## config.mk

```make
export PLATFORM = sky130hd
export DESIGN_NAME = ya_word_alu
export DESIGN_NICKNAME = d
export VERILOG_FILES = /design/src/rtl/ya_alu_pkg.sv /design/src/rtl/ya_alu_dec.sv /design/src/rtl/ya_alu_adder.sv /design/src/rtl/ya_alu_flags.sv /design/src/rtl/ya_word_alu.sv
export SDC_FILE = /design/constraint.sdc
export NUM_CORES = 1
export LEC_CHECK = 0
export BUFFER_PORTS_ARGS = -buffer_cell sky130_fd_sc_hd__buf_2
export CAP_MARGIN = 20
export CORE_MARGIN = 1
export CORE_UTILIZATION = 40
export DETAILED_ROUTE_END_ITERATION = 16
export GPL_TIMING_DRIVEN = 0
export PLACE_DENSITY = 0.73
export SLEW_MARGIN = 40
export SYNTH_ARGS = -nofsm -noshare
export SYNTH_HDL_FRONTEND = slang
export SYNTH_SLANG_ARGS = --single-unit
```

## constraint.sdc

```tcl
create_clock -name vclk -period 6.9
set_clock_uncertainty 0.2 [all_clocks]
set_input_delay 1.035 -clock vclk [all_inputs]
set_output_delay 1.035 -clock vclk [all_outputs]
set_load 0.02 [all_outputs]
```

## src/rtl/ya_alu_pkg.sv

```systemverilog
package ya_alu_pkg;

  typedef enum logic [2:0] {
    OP_ADD  = 3'd0,
    OP_SUB  = 3'd1,
    OP_CMP  = 3'd2,
    OP_INC  = 3'd3,
    OP_DEC  = 3'd4,
    OP_LOAD = 3'd5
  } op_e;

  // second-operand selection for the shared adder
  typedef enum logic [1:0] {
    B_WORD  = 2'd0,
    B_NWORD = 2'd1,
    B_ZERO  = 2'd2,
    B_ONES  = 2'd3
  } bsel_e;

  typedef struct packed {
    logic  a_from_word;  // adder A input: word instead of pair
    bsel_e bsel;
    logic  cin;
    logic  bypass;       // result is the word itself
    logic  pair_we;
    logic  mem_we;
    logic  en_n;
    logic  en_v;
    logic  en_h;
    logic  en_z;
    logic  en_c;
  } ctl_t;

endpackage

```

## src/rtl/ya_alu_dec.sv

```systemverilog
module ya_alu_dec
  import ya_alu_pkg::*;
(
  input  logic [2:0] op_i,
  output ctl_t       ctl_o
);

  always_comb begin
    ctl_o      = '0;
    ctl_o.bsel = B_WORD;
    case (op_i)
      OP_ADD: begin
        ctl_o.pair_we = 1'b1;
        {ctl_o.en_n, ctl_o.en_v, ctl_o.en_h, ctl_o.en_z, ctl_o.en_c} = 5'b11111;
      end
      OP_SUB: begin
        ctl_o.bsel    = B_NWORD;
        ctl_o.cin     = 1'b1;
        ctl_o.pair_we = 1'b1;
        {ctl_o.en_n, ctl_o.en_v, ctl_o.en_h, ctl_o.en_z, ctl_o.en_c} = 5'b11111;
      end
      OP_CMP: begin
        ctl_o.bsel = B_NWORD;
        ctl_o.cin  = 1'b1;
        {ctl_o.en_n, ctl_o.en_z, ctl_o.en_c} = 3'b111;
      end
      OP_INC: begin
        ctl_o.a_from_word = 1'b1;
        ctl_o.bsel        = B_ZERO;
        ctl_o.cin         = 1'b1;
        ctl_o.mem_we      = 1'b1;
        {ctl_o.en_n, ctl_o.en_z} = 2'b11;
      end
      OP_DEC: begin
        ctl_o.a_from_word = 1'b1;
        ctl_o.bsel        = B_ONES;
        ctl_o.mem_we      = 1'b1;
        {ctl_o.en_n, ctl_o.en_z} = 2'b11;
      end
      OP_LOAD: begin
        ctl_o.bypass  = 1'b1;
        ctl_o.pair_we = 1'b1;
        {ctl_o.en_n, ctl_o.en_z} = 2'b11;
      end
      default: ;
    endcase
  end

endmodule

```

## src/rtl/ya_alu_adder.sv

```systemverilog
module ya_alu_adder #(
  parameter int BYTE_W = 8,
  parameter int NBYTES = 2
) (
  input  logic [BYTE_W*NBYTES-1:0] a_i,
  input  logic [BYTE_W*NBYTES-1:0] b_i,
  input  logic                     cin_i,
  output logic [BYTE_W*NBYTES-1:0] sum_o,
  output logic                     cout_o,
  output logic                     half_o,
  output logic                     ovf_o
);

  localparam int W        = BYTE_W * NBYTES;
  localparam int HALF_BIT = W - 4;

  logic [NBYTES:0] carry;
  logic            msb_cin;

  assign carry[0] = cin_i;

  for (genvar g = 0; g < NBYTES; g++) begin : g_slice
    logic [BYTE_W:0] part;
    assign part = {1'b0, a_i[g*BYTE_W +: BYTE_W]}
                + {1'b0, b_i[g*BYTE_W +: BYTE_W]}
                + {{BYTE_W{1'b0}}, carry[g]};
    assign sum_o[g*BYTE_W +: BYTE_W] = part[BYTE_W-1:0];
    assign carry[g+1]                = part[BYTE_W];
  end

  assign cout_o  = carry[NBYTES];
  assign msb_cin = a_i[W-1] ^ b_i[W-1] ^ sum_o[W-1];
  assign half_o  = a_i[HALF_BIT] ^ b_i[HALF_BIT] ^ sum_o[HALF_BIT];
  assign ovf_o   = cout_o ^ msb_cin;

  // overflow only when both operands share a sign and the sum differs
  always_comb begin
    if (ovf_o)
      p_ovf_sign_r4: assert (a_i[W-1] == b_i[W-1] && sum_o[W-1] != a_i[W-1]);
  end

endmodule

```

## src/rtl/ya_alu_flags.sv

```systemverilog
module ya_alu_flags #(
  parameter int W = 16
) (
  input  logic [W-1:0] res_i,
  output logic         neg_o,
  output logic         zero_o
);

  assign neg_o  = res_i[W-1];
  assign zero_o = ~|res_i;

endmodule

```

## src/rtl/ya_word_alu.sv

```systemverilog
module ya_word_alu
  import ya_alu_pkg::*;
#(
  parameter int BYTE_W = 8
) (
  input  logic [2:0]        op_i,
  input  logic [BYTE_W-1:0] pair_lo_i,
  input  logic [BYTE_W-1:0] pair_hi_i,
  input  logic [BYTE_W-1:0] word_lo_i,
  input  logic [BYTE_W-1:0] word_hi_i,
  output logic [BYTE_W-1:0] res_lo_o,
  output logic [BYTE_W-1:0] res_hi_o,
  output logic              flag_n_o,
  output logic              flag_v_o,
  output logic              flag_h_o,
  output logic              flag_z_o,
  output logic              flag_c_o,
  output logic              we_n_o,
  output logic              we_v_o,
  output logic              we_h_o,
  output logic              we_z_o,
  output logic              we_c_o,
  output logic              pair_we_o,
  output logic              mem_we_o
);

  localparam int NBYTES = 2;
  localparam int W      = BYTE_W * NBYTES;

  ctl_t         ctl;
  logic [W-1:0] pair_w;
  logic [W-1:0] word_w;
  logic [W-1:0] op_a;
  logic [W-1:0] op_b;
  logic [W-1:0] sum;
  logic [W-1:0] result;
  logic         cout;
  logic         half;
  logic         ovf;
  logic         neg_raw;
  logic         zero_raw;

  assign pair_w = {pair_hi_i, pair_lo_i};
  assign word_w = {word_hi_i, word_lo_i};

  ya_alu_dec u_dec (
    .op_i  (op_i),
    .ctl_o (ctl)
  );

  assign op_a = ctl.a_from_word ? word_w : pair_w;

  always_comb begin
    case (ctl.bsel)
      B_WORD:  op_b = word_w;
      B_NWORD: op_b = ~word_w;
      B_ZERO:  op_b = '0;
      default: op_b = '1;
    endcase
  end

  ya_alu_adder #(
    .BYTE_W (BYTE_W),
    .NBYTES (NBYTES)
  ) u_add (
    .a_i    (op_a),
    .b_i    (op_b),
    .cin_i  (ctl.cin),
    .sum_o  (sum),
    .cout_o (cout),
    .half_o (half),
    .ovf_o  (ovf)
  );

  assign result = ctl.bypass ? word_w : sum;

  ya_alu_flags #(.W(W)) u_flags (
    .res_i  (result),
    .neg_o  (neg_raw),
    .zero_o (zero_raw)
  );

  assign res_lo_o  = result[BYTE_W-1:0];
  assign res_hi_o  = result[W-1:BYTE_W];

  assign we_n_o    = ctl.en_n;
  assign we_v_o    = ctl.en_v;
  assign we_h_o    = ctl.en_h;
  assign we_z_o    = ctl.en_z;
  assign we_c_o    = ctl.en_c;
  assign flag_n_o  = ctl.en_n & neg_raw;
  assign flag_v_o  = ctl.en_v & ovf;
  assign flag_h_o  = ctl.en_h & half;
  assign flag_z_o  = ctl.en_z & zero_raw;
  assign flag_c_o  = ctl.en_c & cout;
  assign pair_we_o = ctl.pair_we;
  assign mem_we_o  = ctl.mem_we;

  always_comb begin
    // one destination at most
    p_one_dest_r1: assert (!(pair_we_o && mem_we_o));
    // a value cannot be both negative and zero
    p_nz_excl_r8: assert (!(flag_n_o && flag_z_o));
    if (op_i == OP_CMP) begin
      // compare leaves both destinations and V/H untouched
      p_cmp_quiet_r5: assert (!pair_we_o && !mem_we_o && !we_v_o && !we_h_o);
      p_cmp_carry_r5: assert (flag_c_o == (pair_w >= word_w));
    end
    if (op_i == OP_SUB)
      p_sub_noborrow_r4: assert (flag_c_o == (pair_w >= word_w));
    if (op_i == OP_INC && result == '0)
      p_inc_wrap_r6: assert (word_w == '1);
    if (op_i == 3'd6 || op_i == 3'd7)
      p_idle_r10: assert (!pair_we_o && !mem_we_o && !we_n_o && !we_z_o && !we_c_o);
  end

endmodule

```

# Yosys cells after proc, flatten, opt, wreduce, memory -nomap -nowiden
# Cells that the tools add are included.
word_totals:
  register_bits: 0
  word_cells: 44
classes:
  add_sub_neg: 4
  eq_ne: 7
  mux: 11
  n_bitwise: 11
  n_reduce_logical: 11
op_table:
  columns: ["cell", "n"]
  rows:
  - ["16-bit case mux with 3 select lines", 1]
  - ["16-bit 2-to-1 mux", 2]
  - ["8-bit by 8-bit adder with 9-bit output", 2]
  - ["9-bit by 1-bit adder with 9-bit output", 2]
  - ["16-bit NOT", 1]
  - ["16-bit OR reduction", 1]
  - ["3-bit OR reduction", 3]
  - ["3-bit by 2-bit == test with 1-bit output (second input constant)", 2]
  - ["3-bit == test (second input constant)", 2]
  - ["1-bit 2-to-1 mux", 6]
  - ["2-bit case mux with 3 select lines", 1]
  - ["2-bit OR reduction", 3]
  - ["6-bit OR reduction", 1]
  - ["1-bit bitwise AND", 5]
  - ["1-bit bitwise XOR", 5]
  - ["3-bit by 1-bit == test with 1-bit output (second input constant)", 1]
  - ["3-bit logical NOT", 1]
  - ["2-bit by 1-bit == test with 1-bit output (second input constant)", 1]
  - ["2-bit == test (second input constant)", 1]
  - ["2-bit logical NOT", 1]
  - ["2-bit 2-to-1 mux", 1]
  - ["1-bit logical NOT", 1]

# Longest topological paths before layout
logic_depth:
  ltp_word: 12
  ltp_mapped: 24
  ltp_nobuf: 21

# Modules after synthesis
# From an unflattened synthesis, not the netlist that was laid out.
hier_totals:
  cells_unflattened: 199
  hier_area_um2: 1690.4
by_module_without_submodules:
  columns: ["module", "n_inst", "cells_per_inst", "area_each_um2"]
  rows:
  - ["ya_word_alu", 1, 76, 789.5]
  - ["ya_alu_adder", 1, 98, 738.2]
  - ["ya_alu_dec", 1, 19, 121.4]
  - ["ya_alu_flags", 1, 6, 41.3]

# Least setup slack after synthesis
# OpenSTA, ideal clock, no wires.
synth_timing:
  kind: "input -> output"
  start: "input port op_i[1]"
  end: "output port flag_z_o"
  t_arrival_ps: 5589
  required_time_ps: 5665
  slack_ps: 76
  cell_stages: 22
  cell_sequence: "nand2b_1 -> clkbuf_1 -> mux2i_4 -> buf_4 -> mux2_1 -> fa_1 -> inv_1 -> fa_1 -> nand2b_1 -> a21oi_1 -> o21ai_0 -> a21boi_0 -> o21ai_0 -> nand2b_1 -> fa_1 -> fa_1 -> a21o_1 -> a221oi_2 -> xnor2_1 -> a21oi_1 -> nor2_1 -> o2111a_1"
synth_between:
  elab_cells_between_ends: 28
  classes_between: "4 x add/sub; 7 x eq/ne; 8 x mux; 1 x bitwise; 8 x reduce/logical"
synth_lines:
  columns: ["item", "line_no", "rtl"]
  rows:
  - ["from (decl)", "ya_word_alu.sv:6", "input logic [2:0] op_i,"]
  - ["3-bit by 2-bit == test with 1-bit output or 3-bit == test (tied branches)", null, null]
  - ["2-bit OR reduction (no source line) *", null, null]
  - ["1-bit 2-to-1 mux *", null, null]
  - ["via mem_we_o", "ya_word_alu.sv:24", "output logic mem_we_o"]
  - ["16-bit 2-to-1 mux *", "ya_word_alu.sv:51", "assign op_a = ctl.a_from_word ? word_w : pair_w;"]
  - ["8-bit by 8-bit adder with 9-bit output", "ya_alu_adder.sv:25", "+ {1'b0, b_i[g*BYTE_W +: BYTE_W]}"]
  - ["9-bit by 1-bit adder with 9-bit output", "ya_alu_adder.sv:26", "+ {{BYTE_W{1'b0}}, carry[g]};"]
  - ["9-bit by 1-bit adder with 9-bit output *", "ya_alu_adder.sv:26", null]
  - ["16-bit 2-to-1 mux *", "ya_word_alu.sv:75", "assign result = ctl.bypass ? word_w : sum;"]
  - ["via res_hi_o[6]", "ya_word_alu.sv:12", "output logic [BYTE_W-1:0] res_hi_o,"]
  - ["16-bit OR reduction *", "ya_alu_flags.sv:10", "assign zero_o = ~|res_i;"]
  - ["1-bit logical NOT *", "ya_alu_flags.sv:10", null]
  - ["1-bit bitwise AND *", "ya_word_alu.sv:94", "assign flag_z_o = ctl.en_z & zero_raw;"]
  - ["to (decl)", "ya_word_alu.sv:16", "output logic flag_z_o,"]
# The timed path passes the listed nets; every way through them passes the cells marked *.

# Worst setup path in the final report
layout_timing:
  start: "input port op_i[2]"
  end: "output port flag_z_o"
layout_between:
  elab_chain_cells: 12
  elab_cells_between_ends: 28
  classes_between: "4 x add/sub; 7 x eq/ne; 8 x mux; 1 x bitwise; 8 x reduce/logical"
layout_lines:
  columns: ["item", "line_no", "rtl"]
  rows:
  - ["3-bit by 2-bit == test with 1-bit output or 3-bit by 1-bit == test with 1-bit output (tied branches)", "ya_alu_dec.sv:11", "case (op_i)"]
  - ["2-bit OR reduction (no source line)", null, null]
  - ["2-bit case mux with 3 select lines", "ya_alu_dec.sv:11", null]
  - ["2-bit == test (tied with other cells)", "ya_word_alu.sv:54", "case (ctl.bsel)"]
  - ["16-bit case mux with 3 select lines", "ya_word_alu.sv:54", null]
  - ["8-bit by 8-bit adder with 9-bit output", "ya_alu_adder.sv:25", null]
  - ["9-bit by 1-bit adder with 9-bit output (2 in a row)", "ya_alu_adder.sv:26", null]
  - ["16-bit 2-to-1 mux", "ya_word_alu.sv:75", null]
  - ["16-bit OR reduction", "ya_alu_flags.sv:10", null]
  - ["1-bit logical NOT", "ya_alu_flags.sv:10", null]
  - ["1-bit bitwise AND *", "ya_word_alu.sv:94", null]
# Every way passes the cells marked *; elsewhere a longest branch is shown, timed or not.

==> impl_metrics.yaml <==
drt:
  drtIter0Drc: 163
  drtPass1Iterations: 4
  wl_per_cell_um: 14.5
  num_vias: 2017
  drcViolationCount: 0
  viasPerCell: 5.68
  totalWireLength_um: 5160
  ant_nets: 0
finish:
  antenna_cells: 0
  clkbuf_count: 0
  drive_gt1_frac: 0.361
  final_core_util: 0.548
  nFlopsAndLatches: 0
  mostFrequentLayoutCells: "buf_2, nor2_1, nand2_1"
  mostFrequentLayoutCell: "buf_2"
  nNetsFinal: 360
  area_delta_synth_final_pct: 29.6
  final-seq-area_um2: 0
  final_area_um2: 2210
die:
  die_w_um: 67.2
  pin_count: 63
  dieArea_um2: 4520
  core_region_area_um2: 4030
  start_util: 0.422
  rows: 23
  die_h_um: 67.2
timing:
  hold_viol: 0
  fmax_mhz: 150
  maxSlewHeadroom: 0.668
  min_period_ns: 6.67
  setup_viol: 0
  final_max_slew_viol_count: 0
  post-route-period-util: 0.967
  hold_slack_ns: 2.24
  setup_tns_ns: 0
  worst_pin_slew_ns: 0.498
  rsz0062_at_grt: "no"
min_path:
  hold_start: "word_lo_i[5]"
  holdCritPathClass: "input port to primary output"
synth:
  avgSynthCellArea_um2: 7.06
  yosysTopAreaCell: "ha_1"
  synthesis.area_um2: 1700
  ys_types: 51
  synth_top_area_share: 0.103
  synth_nets: 294
  syn_inst: 241
  ys_warn_count: 0
  netlist_top_cells_area: "ha_1, a221o_1, nor2_1"
  yosysSeqAreaShare: 0
placement:
  portBuffers: 62
  hpwl_um: 3880
  place_area_um2: 2070
  gp_congestion: 0.896
pwr:
  peakVddDrop_mv: 0.0849
  power.density_nw_per_um2: 158
  power.leakage_nw: 1.07
  power_mw: 0.349
outcome:
  status: "finished, final reports clean"
critical_path:
  required_ns: 5.66
  crit_fanout: 8
  crit_start: "op_i[2]"
  critPathLaunchType: "input port"
  cp-end-kind: "primary output"
  critPathArrivalTime_ns: 5.43
  worstSetupPathType: "input port to primary output"
global_route:
  grt_pass1_vias: 1632
  grt_util_all_layers: 0.220
  grt-ovfl-total: 0
  grt_max_degree: 18
  antenna_found_initial: 0
  grt_pass1_wl_um: 7800
run:
  drv_cap: 0
clocking:
  holdBufCountCts: 0
layer usage:
| metal | track usage | up-vias | part of all wire | wire (um) |
|---|---|---|---|---|
| met4 | 0.0266 | 0 | 0.0099 | 51 |
| met1 | 0.325 | 911 | 0.49 | 2500 |
| met5 | 0 | - | 0 | 0 |
| met3 | 0.0135 | 3 | 0.067 | 345 |
| met2 | 0.354 | 85 | 0.44 | 2260 |
| li1 | - | 1018 | - | - |
cell usage after synthesis, types with 5 or more instances:
cell / number
mux2_1: 8
a21o_1: 6
o21ai_0: 23
ha_1: 14
xnor2_1: 6
nor3_1: 8
nand2_1: 24
buf_4: 5
a221o_1: 15
inv_1: 10
nor2_1: 35
a21oi_1: 13
mux2_2: 7
buf_2: 5
where the power goes:
| part | internal (mW) | switching (mW) | leakage, nW |
|---|---|---|---|
| combinational | 0.146 | 0.203 | 1.07 |
| clock | 0 | 0 | 0 |
| sequential | 0 | 0 | 0 |
per-stage QoR:
stage	std cells	setup WS, ns
after global routing	355	0.00580
final	355	0.231
after detailed placement	353	-0.492
after global placement	353	-0.471
after CTS	352	0.0120
after floorplan	241	0.0762
worst max-delay path, cell delays in order:
cell       delay [ns]
buf_4            0.14
nand2b_4         0.14
buf_6            0.13
mux2i_4          0.18
buf_6            0.15
mux2_4           0.30
fa_2             0.37
inv_2            0.07
fa_2             0.20
nand2b_4         0.13
a21oi_2          0.06
o21ai_1          0.14
a21boi_1         0.07
o21ai_1          0.13
nand2b_1         0.11
fa_2             0.40
fa_2             0.50
nor2_1           0.12
a31oi_1          0.06
o22ai_2          0.17
o2111ai_2        0.13
nor4b_2          0.31
o2111a_1         0.25
buf_6            0.12
layout make-up:
class | count | area, um^2
fill | 407 | 1820
multi-input combinational | 212 | 1630
timing repair buffer | 67 | 357
buffer | 15 | 115
tap | 50 | 62.6
inverter | 11 | 43.8
cells by family after synthesis:
| kind of cell | synth area share |
|---|---|
| compound gates | 0.349 |
| fa+ha+maj | 0.150 |
| buf+inv | 0.0875 |
| simple gates | 0.232 |
| xor+xnor | 0.0515 |
| mux | 0.130 |
what timing repair did:
| action | in CTS | in global routing |
|---|---|---|
| cloned | 0 | 0 |
| gates resized for setup | 10 | 28 |
| setup endpoints to repair | 5 | 3 |
| setup buffers | 2 | 3 |
| pin swaps | 4 | 10 |
path summary, 6_finish.rpt:
| path | end | slack [ns] | depth (start not counted) |
|---|---|---|---|
| setup / recovery | flag_z_o | 0.23 | 24 |
| hold / removal | res_lo_o[5] | 2.24 | 4 |
(Power assumes the default switching activity.)
